File: config.mk
export PLATFORM = sky130hd
export DESIGN_NAME = msg_bank_store
export DESIGN_NICKNAME = d
export VERILOG_FILES = /design/src/rtl/msg_bank_store.sv
export SDC_FILE = /design/constraint.sdc
export NUM_CORES = 1
export LEC_CHECK = 0
export ABC_AREA = 1
export BUFFER_PORTS_ARGS = -buffer_cell sky130_fd_sc_hd__buf_2
export CORE_MARGIN = 2
export CORE_UTILIZATION = 30
export CTS_CLUSTER_DIAMETER = 30
export DETAILED_ROUTE_END_ITERATION = 10
export PLACE_DENSITY = 0.42
export SYNTH_ARGS = -nofsm -noshare
export SYNTH_HDL_FRONTEND = slang
export SYNTH_SLANG_ARGS = --single-unit
File: constraint.sdc
create_clock -name clk -period 4.86 [get_ports clk]
set_input_delay 0.243 -clock clk [delete_from_list [all_inputs] [get_ports clk]]
set_output_delay 0.243 -clock clk [all_outputs]
set_load 0.05 [all_outputs]
File: src/rtl/msg_bank_store.sv
module msg_bank_store #(
  parameter int DW = 8,
  parameter int AW = 6
) (
  input  logic          clk,
  input  logic          rst_n,
  input  logic          rd_en,
  input  logic [AW-1:0] rd_addr,
  output logic [DW-1:0] rd_data,
  input  logic          wr_en,
  input  logic [AW-1:0] wr_addr,
  input  logic [DW-1:0] wr_data,
  output logic          wr_ready,
  output logic          park_full,
  output logic          overflow
);
  localparam int NB    = 4;
  localparam int IW    = AW - 2;
  localparam int DEPTH = 1 << IW;

  logic [DW-1:0] mem [NB][DEPTH];
  logic [AW-1:0] park_addr;
  logic [DW-1:0] park_data;

  logic [1:0]    rd_bank, wr_bank, pk_bank;
  logic [IW-1:0] rd_idx, wr_idx, pk_idx;
  logic          wr_clash, park_go, dir_ok, buf_free, dir_go, park_ld, rd_hit;

  assign rd_bank  = rd_addr[1:0];
  assign wr_bank  = wr_addr[1:0];
  assign pk_bank  = park_addr[1:0];
  assign rd_idx   = rd_addr[AW-1:2];
  assign wr_idx   = wr_addr[AW-1:2];
  assign pk_idx   = park_addr[AW-1:2];

  assign wr_clash = rd_en && (wr_bank == rd_bank);
  assign park_go  = park_full && !(rd_en && (rd_bank == pk_bank));
  assign dir_ok   = !wr_clash && !(park_go && (wr_bank == pk_bank));
  assign buf_free = !park_full || park_go;
  assign wr_ready = dir_ok || buf_free;
  assign dir_go   = wr_en && dir_ok;
  assign park_ld  = wr_en && !dir_ok && buf_free;
  assign rd_hit   = park_full && (park_addr == rd_addr);

  always_ff @(posedge clk) begin
    if (park_go) mem[pk_bank][pk_idx] <= park_data;
    if (dir_go)  mem[wr_bank][wr_idx] <= wr_data;
  end

  always_ff @(posedge clk or negedge rst_n) begin
    if (!rst_n) begin
      rd_data   <= '0;
      park_full <= 1'b0;
      park_addr <= '0;
      park_data <= '0;
      overflow  <= 1'b0;
    end else begin
      if (rd_en) rd_data <= rd_hit ? park_data : mem[rd_bank][rd_idx];
      if (park_ld) begin
        park_full <= 1'b1;
        park_addr <= wr_addr;
        park_data <= wr_data;
      end else if (park_go) begin
        park_full <= 1'b0;
      end
      if (wr_en && !wr_ready) overflow <= 1'b1;
    end
  end

  // a direct write never lands on the bank being read
  p_direct_free_r3: assert property (@(posedge clk) disable iff (!rst_n)
    dir_go |-> !(rd_en && (wr_bank == rd_bank)));

  // the two writes of one cycle go to distinct banks
  p_two_writes_distinct_r7: assert property (@(posedge clk) disable iff (!rst_n)
    (dir_go && park_go) |-> (wr_bank != pk_bank));

  // a parked entry blocked by a read of its bank stays put
  p_park_holds_r4: assert property (@(posedge clk) disable iff (!rst_n)
    (park_full && rd_en && (rd_addr[1:0] == park_addr[1:0]))
      |=> (park_full && $stable(park_addr) && $stable(park_data)));

  // refusal only while the parking register is occupied
  p_stall_needs_full_r8: assert property (@(posedge clk) disable iff (!rst_n)
    !wr_ready |-> park_full);

  // overflow is sticky
  p_overflow_sticky_r8: assert property (@(posedge clk) disable iff (!rst_n)
    overflow |=> overflow);

  // a refused write sets the flag
  p_overflow_set_r8: assert property (@(posedge clk) disable iff (!rst_n)
    (wr_en && !wr_ready) |=> overflow);

  // rd_data is stable when no read is issued
  p_rd_hold_r1: assert property (@(posedge clk) disable iff (!rst_n)
    !rd_en |=> $stable(rd_data));
endmodule

# After elaboration in Yosys (flattened, before gate mapping)

Memories as Yosys holds them, arrays and structs flattened.
Cells that the tools add are included.
Widths: inputs -> output; s select.

Memories: 1
Output and inout bits: 11
Bits of input ports: 24
Register bits: 24
Bits in writable memories: 512
Word-level logic and storage cells: 53

Memories:

| memory | words | bits a word | rd ports | clocked after Yosys merged registers in | wr ports | RTL line | source |
|---|---|---|---|---|---|---|---|
| mem    | 4     | 128         | 1        | 0                                       | 2        | 21       | `logic [DW-1:0] mem [NB][DEPTH];` |

Multiplexer cells: 14
Eq/ne operators: 4
Magnitude comparators: 5
Bitwise operators: 3
Reduce and logical (&&, ||, !) cells: 21

Operator list:

| kind               | count |
|---|---|
| $mux 128           | 2 |
| $demux 8 s4        | 2 |
| $mux 8             | 5 |
| $bmux 8 s4         | 1 |
| $ge 5x5->1 const B | 3 |
| $not 4->5          | 3 |
| $logic_and 1x1->1  | 12 |
| $lt 5x1->1 const B | 2 |
| $eq 2x2->1         | 3 |
| $eq 6x6->1         | 1 |
| $logic_not 1->1    | 6 |
| $mux 1             | 4 |
| $logic_or 1x1->1   | 2 |
| $reduce_bool 2->1  | 1 |

# Depth between registers and ports, before layout

Word-level depth: 11
Depth in mapped cells: 14
Mapped depth without buffers: 11

# Worst setup path after synthesis

OpenSTA, ideal clock, no wires.

Path type: register to register
Start: register park_full
End: memory mem[1][0] in the netlist's numbering (enable)
Arrival time: 1.940 ns
Setup time: 0.384 ns
Required time: 4.476 ns
Path buffers: 0
Period minus slack after synthesis: 2.324 ns
Setup slack: 2.536 ns
Stages on the path, launching flop included: 5
Cell sequence: dfrtp_1 -> nand2_1 -> nor3_1 -> nand2_1 -> o21ai_0

RTL lines:

| element                  | RTL line | source |
|---|---|---|
| start: declaration       | 14       | `output logic park_full,` |
| start signal: assignment | 53       | `park_full <= 1'b0;` |
| start signal: assignment | 60       | `park_full <= 1'b1;` |
| start signal: assignment | 64       | `park_full <= 1'b0;` |
| end: declaration         | 21       |  |

==> flow_metrics.tcl <==
set metrics [dict create \
    finalCoreUtilization 0.370 \
    synth_xor_area_frac 0.000850 \
    dieWidth_um 317 \
    grt_usage 0.249 \
    grt_pass1_wl_um 179000 \
    slowest_delay_ns 1.16 \
    drc 0 \
    antenna_found_initial 3 \
    hold_slack_ns 0.0711 \
    yosysMostFrequentCell "nand2_1" \
    status "complete, but fails checks" \
    antenna_left 0 \
    rsz0062_at_grt "false" \
    synthMuxAreaShare 0 \
    cp_common_cell "nand2_1" \
    ys_types 28 \
    finClkSkew_ns 0.0311 \
    core_area_sq_um 97000 \
    p_total_mw 18.4 \
    routed_wl_um 126000 \
    ys_async_sr_fraction 0.0448 \
    initial_core_util 0.303 \
    area_growth_pct 22.0 \
    cts_tree "yes" \
    numCtsBuffers 144 \
    peakVddDrop_mv 0.448 \
    ys_ff_latch 536 \
    cts-resized-gates 0 \
    synth_compound_area_frac 0.0171 \
    fmax_ghz 0.239 \
    synth_top_family_by_area "simple AND/OR/NAND/NOR gates" \
    clock_latency_ns 0.73 \
    yosysTopAreaCell "edfxtp_1" \
    grt_max_degree 161 \
    final_area_sq_um 35900 \
    setup_violations 0 \
    overflow 0 \
    period_share 0.860 \
    fillCellCount 10100 \
    finalMaxSlewViolations 5 \
    tightestPinTransition_ns 1.50 \
    fp-row-count 114 \
    synth_ff_type "edfxtp_1" \
    endpoint_kind "flip-flop" \
    clk_pin_slew_ns 0.04 \
    firstDrtPassIters 6 \
    maxSlewHeadroom -0.0105 \
    num_io_pins 35 \
    finalHoldViolations 0 \
    vias 26200 \
    required_ns 5.18 \
    wire_per_inst_um 24.1 \
    synth_top_cell_area_share 0.523 \
    cts_max_level 4 \
    place_area_sq_um 30800 \
    port-buffer-count 34 \
    synthCells 3812 \
    cts_sinks 536 \
    power_density_nw_per_um2 512 \
    synth_edf_count 512 \
    vias_per_cell 5.03 \
    first_global_vias 25100 \
    crit_type "flip-flop to flip-flop" \
    syn_nets 3836 \
    dp_hpwl_um 72000 \
    synth.area.top_cells "edfxtp_1 (52%), nand2_1 (29%), nand3_1 (7.5%)" \
    drive_gt1_frac 0.115 \
    synth_fa_ha_area_frac 0 \
    violations "capacitance limit, slew limit" \
    worstPathCellList "xnor2_2 -> nand3_1 -> nand2_1 -> nor3_1 -> nand2_1 -> o21ai_0" \
    routabilityCongestion 0.828 \
    die_y_um 317 \
    hold_path.class "input pin to asynchronous set/reset pin" \
    ys_seq_area_frac 0.543 \
    cp-start-kind "flip-flop" \
    avgSynthCellArea_sq_um 7.72 \
    tns_ns 0 \
    cp_slowest_cell "nor3_1" \
    critPathMaxFanout 8 \
    rrSetupSlack_ns 0.68 \
    synth-simple-area-share 0.399 \
    fin_crit_ns 4.18 \
    syn_area_sq_um 29400 \
    critPathArrivalTime_ns 4.50 \
    cts-root-buf "clkbuf_16" \
    ys_top_cells_by_count "nand2_1 (2277), edfxtp_1 (512), nand3_1 (442)" \
    yosysWarningCount 0 \
    dieArea_sq_um 101000 \
    initialDrtViolationCount 2943 \
    power_leakage_nw 15.4 \
    maxCapViolations 1 \
    nets 3841 \
    ctsLongestPathBuffers 3 \
]
==> worst max-delay path: cells and delay by family, from the launching register on <==
| kind | cells | cell delay (ns) |
|---|---|---|
| AO/OA/AOI/OAI | 1 | 1.07 |
| XOR/XNOR | 1 | 0.17 |
| flip-flops | 1 | 0.45 |
| AND/OR/NAND/NOR | 4 | 2.07 |
==> path summary, 6_finish.rpt <==
kind	from	end	depth (start not counted)
min in group clk	wr_data[3]	park_data[3]	3
worst min register to register	overflow	overflow	1
max in group asynchronous	rst_n	park_data[7]	2
worst max-delay path	park_addr[0]	mem[2][21]	6
worst max register to register	park_addr[0]	mem[2][21]	6
worst min-delay path	rst_n	overflow	2
==> kinds of logic after synthesis <==
group                  Yosys count
XOR/XNOR                         2
flip-flops                     536
AO/OA/AOI/OAI                   95
buffers and inverters          309
AND/OR/NAND/NOR               2870
==> metrics by stage <==
stage	setup slack, ns	instances
2_1_floorplan	2.54	3812
5_1_grt	0.667	5212
3_5_place_dp	0.587	4937
3_3_place_gp	0.598	4937
4_1_cts	0.848	5211
6_report	0.678	5213
==> power by group <==
group | internal (mW) | switching, mW | total (mW)
clock network | 6.77 | 2.96 | 9.73
logic | 0.701 | 1.85 | 2.56
registers | 5.51 | 0.579 | 6.09
total | 13.0 | 5.39 | 18.4
==> timing repair <==
item | CTS | global route
hold endpoints to repair | 36 | 0
buffers inserted | 0 | 0
hold buffers | 9 | 0
==> metal layers <==
metal	global-route usage	wire (um)	up-vias
met5	0	0	-
met4	0.0827	3220	0
met3	0.0465	9900	203
met2	0.373	54600	1182
met1	0.361	57900	12400
li1	-	-	12400
==> cell type report <==
| cell class | count | area, sq um | area share |
|---|---|---|---|
| flip-flops and latches | 536 | 16000 | 0.446 |
| inverters | 64 | 253 | 0.00704 |
| clock inverters | 89 | 1140 | 0.0317 |
| well taps | 1276 | 1600 | 0.0445 |
| clock buffers | 176 | 3830 | 0.107 |
| diodes | 1 | 2.50 | 0.0000697 |
| multi-input cells | 2967 | 12300 | 0.343 |
| repair buffers | 104 | 785 | 0.0218 |
==> layout by cell type, fill, tap and decap left out, types with 10 or more instances in the layout <==
master        n
nand2_1    2276
inv_1        30
clkbuf_16   147
nand3_1     442
buf_2        24
nor2_2       38
clkbuf_1     25
inv_2        31
nor2_1       50
buf_4        66
o21ai_1      27
nand4_4      10
o21ai_0      60
dfrtp_1      16
clkinv_2     21
bufinv_16    23
nand2_2      37
clkinv_1     19
edfxtp_1    512
==> state kept, by name (all words and copies together) (netlist names) <==
name	cells
mem	512
overflow	1
park_addr	6
park_data	8
park_full	1
rd_data	8
(Power assumes the default switching activity.)
